[config.mk]
export PLATFORM = sky130hd
export DESIGN_NAME = alu_bitslice
export DESIGN_NICKNAME = d
export VERILOG_FILES = /design/src/rtl/alu_bitslice_pkg.sv /design/src/rtl/alu_bitslice_ctrl.sv /design/src/rtl/alu_bitslice_slice.sv /design/src/rtl/alu_bitslice_datapath.sv /design/src/rtl/alu_bitslice.sv
export SDC_FILE = /design/constraint.sdc
export NUM_CORES = 1
export LEC_CHECK = 0
export ABC_AREA = 1
export BUFFER_PORTS_ARGS = -buffer_cell sky130_fd_sc_hd__clkbuf_2
export CORE_AREA = 4 4 41 43
export DETAILED_ROUTE_END_ITERATION = 6
export DIE_AREA = 0 0 45 47
export PLACE_DENSITY = 0.66
export SKIP_LAST_GASP = 1
export SYNTH_ARGS = -nofsm -noshare
export SYNTH_HDL_FRONTEND = slang
export SYNTH_HIERARCHICAL = 1
export SYNTH_SLANG_ARGS = --single-unit
[constraint.sdc]
create_clock -name vclk -period 2.83
set_input_delay 0.283 -clock vclk [all_inputs]
set_output_delay 0.283 -clock vclk [all_outputs]
set_load 0.02 [all_outputs]
[src/rtl/alu_bitslice_pkg.sv]
package alu_bitslice_pkg;

  typedef enum logic [2:0] {
    OP_PASS = 3'b000,
    OP_AND  = 3'b001,
    OP_OR   = 3'b010,
    OP_NOT  = 3'b011,
    OP_ADD  = 3'b100,
    OP_SUB  = 3'b101,
    OP_INC  = 3'b110,
    OP_DEC  = 3'b111
  } aluOp_e;

  // Strobes from the decoder to every slice and to the flag logic
  typedef struct packed {
    logic selHi;    // opcode bit 2: arithmetic group
    logic selMid;   // opcode bit 1
    logic selLo;    // opcode bit 0
    logic arithEn;  // arithmetic function active, flags meaningful
    logic carryIn;  // starting carry of the ripple chain
  } sliceCtrl_t;

endpackage

[src/rtl/alu_bitslice_ctrl.sv]
module alu_bitslice_ctrl
  import alu_bitslice_pkg::*;
(
  input  logic [2:0] opCode,
  output sliceCtrl_t ctrl
);

  logic carryStart;

  // Starting carry is 1 for subtract and increment only
  assign carryStart = opCode[2] & (opCode[1] ^ opCode[0]);

  always_comb begin
    ctrl.selHi   = opCode[2];
    ctrl.selMid  = opCode[1];
    ctrl.selLo   = opCode[0];
    ctrl.arithEn = opCode[2];
    ctrl.carryIn = carryStart;
  end

  always_comb begin
    if (!opCode[2]) begin
      assert_logic_no_carry_R10: assert (carryStart == 1'b0)
        else $error("starting carry raised for bitwise code");
    end
    if (opCode == OP_SUB || opCode == OP_INC) begin
      assert_carry_sub_inc_R6: assert (ctrl.carryIn == 1'b1)
        else $error("starting carry missing for subtract/increment");
    end
  end

endmodule

[src/rtl/alu_bitslice_slice.sv]
module alu_bitslice_slice
  import alu_bitslice_pkg::*;
(
  input  sliceCtrl_t ctrl,
  input  logic       aBit,
  input  logic       bBit,
  input  logic       carryInBit,
  output logic       sumBit,
  output logic       carryOutBit
);

  logic xOperand;
  logic yOperand;

  // Operand-shaping stage: performs the bitwise function, or passes opA
  always_comb begin
    if (ctrl.selHi) begin
      xOperand = aBit;
    end else begin
      unique case ({ctrl.selMid, ctrl.selLo})
        2'b00:   xOperand = aBit;
        2'b01:   xOperand = aBit & bBit;
        2'b10:   xOperand = aBit | bBit;
        default: xOperand = ~aBit;
      endcase
    end
  end

  // Modifier stage: B, ~B, 0 or 1 depending on the arithmetic function
  assign yOperand = (ctrl.selHi & ctrl.selLo & (ctrl.selMid | ~bBit))
                  | (ctrl.selHi & ~ctrl.selMid & ~ctrl.selLo & bBit);

  // Full adder
  assign sumBit      = xOperand ^ yOperand ^ carryInBit;
  assign carryOutBit = (xOperand & yOperand) | (carryInBit & (xOperand ^ yOperand));

  always_comb begin
    if (ctrl.arithEn) begin
      assert_arith_x_is_a_R4: assert (xOperand == aBit)
        else $error("first adder input differs from opA bit");
    end else begin
      assert_logic_y_zero_R2: assert (yOperand == 1'b0)
        else $error("second adder input nonzero for bitwise code");
    end
    if (ctrl.selHi && ctrl.selMid && ctrl.selLo) begin
      assert_dec_y_ones_R7: assert (yOperand == 1'b1)
        else $error("decrement second input not one");
    end
  end

endmodule

[src/rtl/alu_bitslice_datapath.sv]
module alu_bitslice_datapath
  import alu_bitslice_pkg::*;
#(
  parameter int WIDTH = 4
) (
  input  sliceCtrl_t         ctrl,
  input  logic [WIDTH-1:0]   opA,
  input  logic [WIDTH-1:0]   opB,
  output logic [WIDTH-1:0]   result,
  output logic               unsignedOvf,
  output logic               signedOvf
);

  localparam int TopIdx = WIDTH - 1;

  logic [WIDTH:0] carryChain;

  assign carryChain[0] = ctrl.carryIn;

  for (genvar i = 0; i < WIDTH; i++) begin : gSlice
    alu_bitslice_slice uSlice (
      .ctrl        (ctrl),
      .aBit        (opA[i]),
      .bBit        (opB[i]),
      .carryInBit  (carryChain[i]),
      .sumBit      (result[i]),
      .carryOutBit (carryChain[i+1])
    );
  end

  assign unsignedOvf = ctrl.arithEn & carryChain[WIDTH];
  assign signedOvf   = ctrl.arithEn & (carryChain[WIDTH] ^ carryChain[TopIdx]);

  always_comb begin
    if (!ctrl.arithEn) begin
      assert_no_flags_logic_R10: assert (!unsignedOvf && !signedOvf)
        else $error("overflow flag raised for bitwise code");
      assert_logic_carry_quiet_R8: assert (carryChain[WIDTH] == 1'b0)
        else $error("carry out for bitwise code");
    end
    if (ctrl.arithEn && ctrl.selMid && !ctrl.selLo && unsignedOvf) begin
      assert_inc_wrap_zero_R6: assert (result == '0)
        else $error("increment carried out but result not zero");
    end
    if (ctrl.arithEn && ctrl.selMid && ctrl.selLo && !unsignedOvf) begin
      assert_dec_borrow_ones_R7: assert (result == '1)
        else $error("decrement borrowed but result not all ones");
    end
  end

endmodule

[src/rtl/alu_bitslice.sv]
module alu_bitslice
  import alu_bitslice_pkg::*;
#(
  parameter int WIDTH = 4
) (
  input  logic [2:0]       opCode,
  input  logic [WIDTH-1:0] opA,
  input  logic [WIDTH-1:0] opB,
  output logic [WIDTH-1:0] result,
  output logic             unsignedOvf,
  output logic             signedOvf
);

  sliceCtrl_t ctrl;

  alu_bitslice_ctrl uCtrl (
    .opCode (opCode),
    .ctrl   (ctrl)
  );

  alu_bitslice_datapath #(.WIDTH(WIDTH)) uData (
    .ctrl        (ctrl),
    .opA         (opA),
    .opB         (opB),
    .result      (result),
    .unsignedOvf (unsignedOvf),
    .signedOvf   (signedOvf)
  );

endmodule

# After elaboration in Yosys (flattened, before gate mapping)
# Index checks and enable logic that the tools add are counted.
dict set report op_classes {
  add_sub_neg 0
  multipliers 0
  n_div 0
  n_lt_le_gt_ge 0
  n_eq_ne 2
  n_shift 0
  mux 8
  n_bitwise 62
  reduce_logical 1
}
# cell count
set op_table {}
lappend op_table {{$and A1 B1 Y1} 26}
lappend op_table {{$or A1 B1 Y1} 16}
lappend op_table {{$pmux W1 S3} 4}
lappend op_table {{$not A1 Y1} 10}
lappend op_table {{$xor A1 B1 Y1} 10}
lappend op_table {{$mux W1} 4}
lappend op_table {{$eq A2 B1 Y1 const B} 1}
lappend op_table {{$eq A2 B2 Y1 const B} 1}
lappend op_table {{$logic_not A2 Y1} 1}
dict set report totals {
  regBits 0
  latchBits 0
  mem_bits_rw 0
  rom_bits 0
  input_bits 11
  out_inout_bits 6
  wordCells 73
  n_memories 0
}

# Longest topological paths before layout
dict set report depth {
  depth_word 16
  ltp_mapped 20
}

# Hierarchy
# Netlist, hierarchy kept.
# module n_inst cells_each area_per_inst_um2 seq_area_each_um2
set modules_own_cells {}
lappend modules_own_cells {alu_bitslice_slice 4 19 91.3 0.0}
lappend modules_own_cells {alu_bitslice_ctrl 1 9 52.6 0.0}
lappend modules_own_cells {alu_bitslice_datapath 1 6 22.5 0.0}

# Worst setup path before layout
# No wires, ideal clock.
dict set report synth_path {
  path_type {input port to output port}
  from {in opCode[2]}
  to {out signedOvf}
  arrival_time_ns 3.007
  slack_ns -0.460
  path_stages 18
  n_path_buf 1
  path_cell_list {buf_4 > nor2_1 > nand2_1 > nand2_1 > nand2_1 > fa_1 > inv_1 > inv_1 > fa_1 > inv_1 > inv_1 > fa_1 > inv_1 > inv_1 > fa_1 > inv_1 > nor2_1 > nor2_1}
}
dict set report synth_via {
  elab_chain_cells 15
  elab_cells_between_ends 38
  cone_classes {mux: 4; bitwise: 34}
}
# element line
set synth_rtl {}
lappend synth_rtl {{start: declaration} alu_bitslice.sv:6} ;# input logic [2:0] opCode,
lappend synth_rtl {{$and A1 B1 Y1 (3 in series)} alu_bitslice_slice.sv:31} ;# | (ctrl.selHi & ~ctrl.selMid & ~ctrl.selLo & bBit);
lappend synth_rtl {{$or A1 B1 Y1} alu_bitslice_slice.sv:31}
lappend synth_rtl {{$xor A1 B1 Y1} alu_bitslice_slice.sv:35} ;# assign carryOutBit = (xOperand & yOperand) | (carryInBit & (xOperand ^ yOperand));
lappend synth_rtl {{$and A1 B1 Y1} alu_bitslice_slice.sv:35}
lappend synth_rtl {{$or A1 B1 Y1 *} alu_bitslice_slice.sv:35}
lappend synth_rtl {{via uData.carryChain[1]} alu_bitslice_datapath.sv:16} ;# logic [WIDTH:0] carryChain;
lappend synth_rtl {{$and A1 B1 Y1 *} alu_bitslice_slice.sv:35}
lappend synth_rtl {{$or A1 B1 Y1 *} alu_bitslice_slice.sv:35}
lappend synth_rtl {{via uData.carryChain[2]} alu_bitslice_datapath.sv:16}
lappend synth_rtl {{$and A1 B1 Y1 *} alu_bitslice_slice.sv:35}
lappend synth_rtl {{$or A1 B1 Y1 *} alu_bitslice_slice.sv:35}
lappend synth_rtl {{via uData.carryChain[3]} alu_bitslice_datapath.sv:16}
lappend synth_rtl {{$and A1 B1 Y1 *} alu_bitslice_slice.sv:35}
lappend synth_rtl {{$or A1 B1 Y1 *} alu_bitslice_slice.sv:35}
lappend synth_rtl {{via uData.carryChain[4]} alu_bitslice_datapath.sv:16}
lappend synth_rtl {{$xor A1 B1 Y1 *} alu_bitslice_datapath.sv:32} ;# assign signedOvf = ctrl.arithEn & (carryChain[WIDTH] ^ carryChain[TopIdx]);
lappend synth_rtl {{$and A1 B1 Y1 *} alu_bitslice_datapath.sv:32}
lappend synth_rtl {{end: declaration} alu_bitslice.sv:11} ;# output logic signedOvf
# Mark *: on every way through the listed nets, which the timed path passes. The rest lies on a longest branch.

# Worst setup path after layout
# Same ends and word-level chain as after synthesis.

==> summary.md <==
| Metric | Value |
|---|---|
| Vias in the first global route | 450 |
| Tcrit/Tclk final | 105% |
| Min-Delay Path Class | in2out |
| Dpl ws | -214 ps |
| Outcome | finished with violations |
| GR Overflow Total | 0 |
| Cell variety after synth | 6 |
| Max Transition Viols Final | 0 |
| Failing checks | negative setup slack |
| LEAKAGE | around 0.42 nW |
| Most frequent cells after synthesis | 29 x inv_1, 29 x nand2_1, 12 x nand3_1, 12 x nor2_1, 5 x buf_4 |
| Die height | roughly 47 microns |
| Kind of critical path | in2out |
| Fin cells | between 100 and 150 |
| Core ar. | ~1300 sq um |
| Power per cell area | 240 nW/um^2 |
| Dpl cell area | just under 600 sq um |
| Placed Cells | between 100 and 150 |
| Gr usage total | under 10% |
| Post-synth top area share | 24.7% |
| Setup repair bufs after CTS | 0 |
| Critical Path RT | between 2000 and 3000 ps |
| Total Wirelength | 996 microns |
| DRC viols | 0 |
| DR vias | roughly 530 |
| Vias per std cell | ~4.2 |
| Routing usage on met3 | less than 1% |
| Worst setup SP type | input port |
| Largest net degree at the start of global routing | 12 |
| Sequential share of the synthesized area | 0% |
| DIE AREA | roughly 2100 sq um |
| Crit path DAT | 2690 ps |
| Fmax | ~340 MHz |
| Max Cap Viol | 0 |
| RSZ-0062 raised after global routing | true |
| Min-delay src | opCode[2] |
| PnR worst setup slack | -138 ps |
| Row cnt | 13 |
| Routed Antenna Nets | 0 |
| Seq_cells | 0 |
| Critical path depth | 20 |
| Avg Inst Size Synth | roughly 4.8 sq um |
| Minimum clock period | about 3000 ps |
| Most frequent CP cell | inv_2 |
| GRT busiest layer | met2 |
| Synth Net Count | between 100 and 150 |
| Hold path depth | 5 |
| Routing usage on met2 | between 10% and 20% |
| Starting density of the core | 33.8% |
| Synthesis warning total | 6 |
| Pin slew with the least headroom to its limit | 136 ps |
| Final instance area | roughly 660 sq um |
| CLK BUF | 0 |
| Fin. Hold Viols | 0 |
| Placer Congestion | ~0.72 |
| Die width | 45 microns |
| VDD IR max | just over 100 uV |
| ANT cells | 0 |
| Syn-to-layout area delta | 50.3% |
| Drt first-iter violations | 6 |
| Critical path buffers and inverters | 9 |
| Hold_ws | ~1100 ps |
| CP max stage cell | fa_2 |
| Post-Synthesis Cells | 91 |
| Setup Total Neg Slack | -357 ps |
| Worst path max stage delay | ~350 ps |
| CP max FO | 5 |
| Syn Std Cell Area | 440 sq um |
| Share of cells above drive strength 1 | 41.8% |
| Synth top area cells | inv_1 25%, nand2_1 25%, fa_1 18% |
| Crit. Startpoint | opCode[2] |
| Critical-path cell list | clkbuf_8 > nor2_1 > nand2_1 > nand2_1 > nand2_2 > fa_2 > inv_2 > inv_2 > fa_2 > inv_2 > inv_2 > fa_2 > inv_2 > inv_2 > fa_2 > inv_2 > nand2_2 > nand2_2 > nor2_4 > buf_8 |
| FF+latch area | 0 sq um |
| Drt first pass iters | 4 |
| Nets | around 130 |
| Met1 Usage GRT | roughly an eighth |
| I/O pin count | 17 |
| Avg WL per Cell | ~8.0 microns |
| Crit path capture type | primary output |
| Yosys top cell by area | inv_1 |
| Delay-heaviest family, CP | adder cells |
| Global-route wire length before repair | around 1.6 mm |
| Fill cells | roughly 140 |
| DPL Wire Length | between 800 and 900 microns |
| Port buffer count | 17 |
| Max-slew headroom at the worst pin | between 90% and 100% |
| Setup Viol. Count Final | 3 |
| Initial antenna violation count | 0 |
power breakdown:
group          internal, mW  switching, mW  total (mW)
Combinational        0.0710         0.0880       0.159
Clock                     0              0           0
Sequential                0              0           0
placed cells by master (no fill, tap or decap):
| master | count |
|---|---|
| nand2_1 | 24 |
| inv_1 | 20 |
| clkbuf_2 | 11 |
| nor2_1 | 10 |
| nand3_1 | 10 |
| inv_2 | 8 |
| buf_4 | 7 |
| nand2_2 | 5 |
| buf_8 | 4 |
| fa_2 | 4 |
| clkbuf_8 | 2 |
| nand3_2 | 2 |
| nor2_2 | 1 |
| nor2_4 | 1 |
| inv_4 | 1 |
metrics by stage:
stage	utilization (%)	total power, mW
3_3_place_gp	45.1	0.135
3_5_place_dp	45.1	0.137
6_report	50.9	0.159
4_1_cts	50.3	0.156
5_1_grt	50.9	0.177
2_1_floorplan	-	0.0963
area by class of cell:
| type | instances | area, sq um | area share [%] |
|---|---|---|---|
| timing repair buffer | 24 | 195 | 29.5 |
| multi-input combinational | 57 | 337 | 50.9 |
| inverter | 29 | 111 | 16.8 |
| tap | 15 | 18.8 | 2.84 |
worst paths after layout:
path         to  slack (ps)
max   signedOvf        -140
min   signedOvf        1100
tightest hold or removal path, delay by kind of cell:
| family | cells | cell delay [ps] |
|---|---|---|
| buffers and inverters | 3 | 400 |
| AND/OR/NAND/NOR | 2 | 120 |
routing by layer:
layer	part of all wire, %	wire length (microns)
met1	43	425
met3	5.1	51
met5	0	0
met4	0	0
met2	52	519
logic make-up after synthesis:
| group | synth area share [%] |
|---|---|
| adder cells (fa/ha/maj) | 18.2 |
| buffers and inverters | 33.2 |
| AND/OR/NAND/NOR | 48.6 |
repair_timing:
item	4_1_cts	5_1_grt
pin swaps	5	9
hold buffers	0	0
gates resized for setup	16	5
setup endpoints to repair	3	3
(Power assumes the default switching activity.)
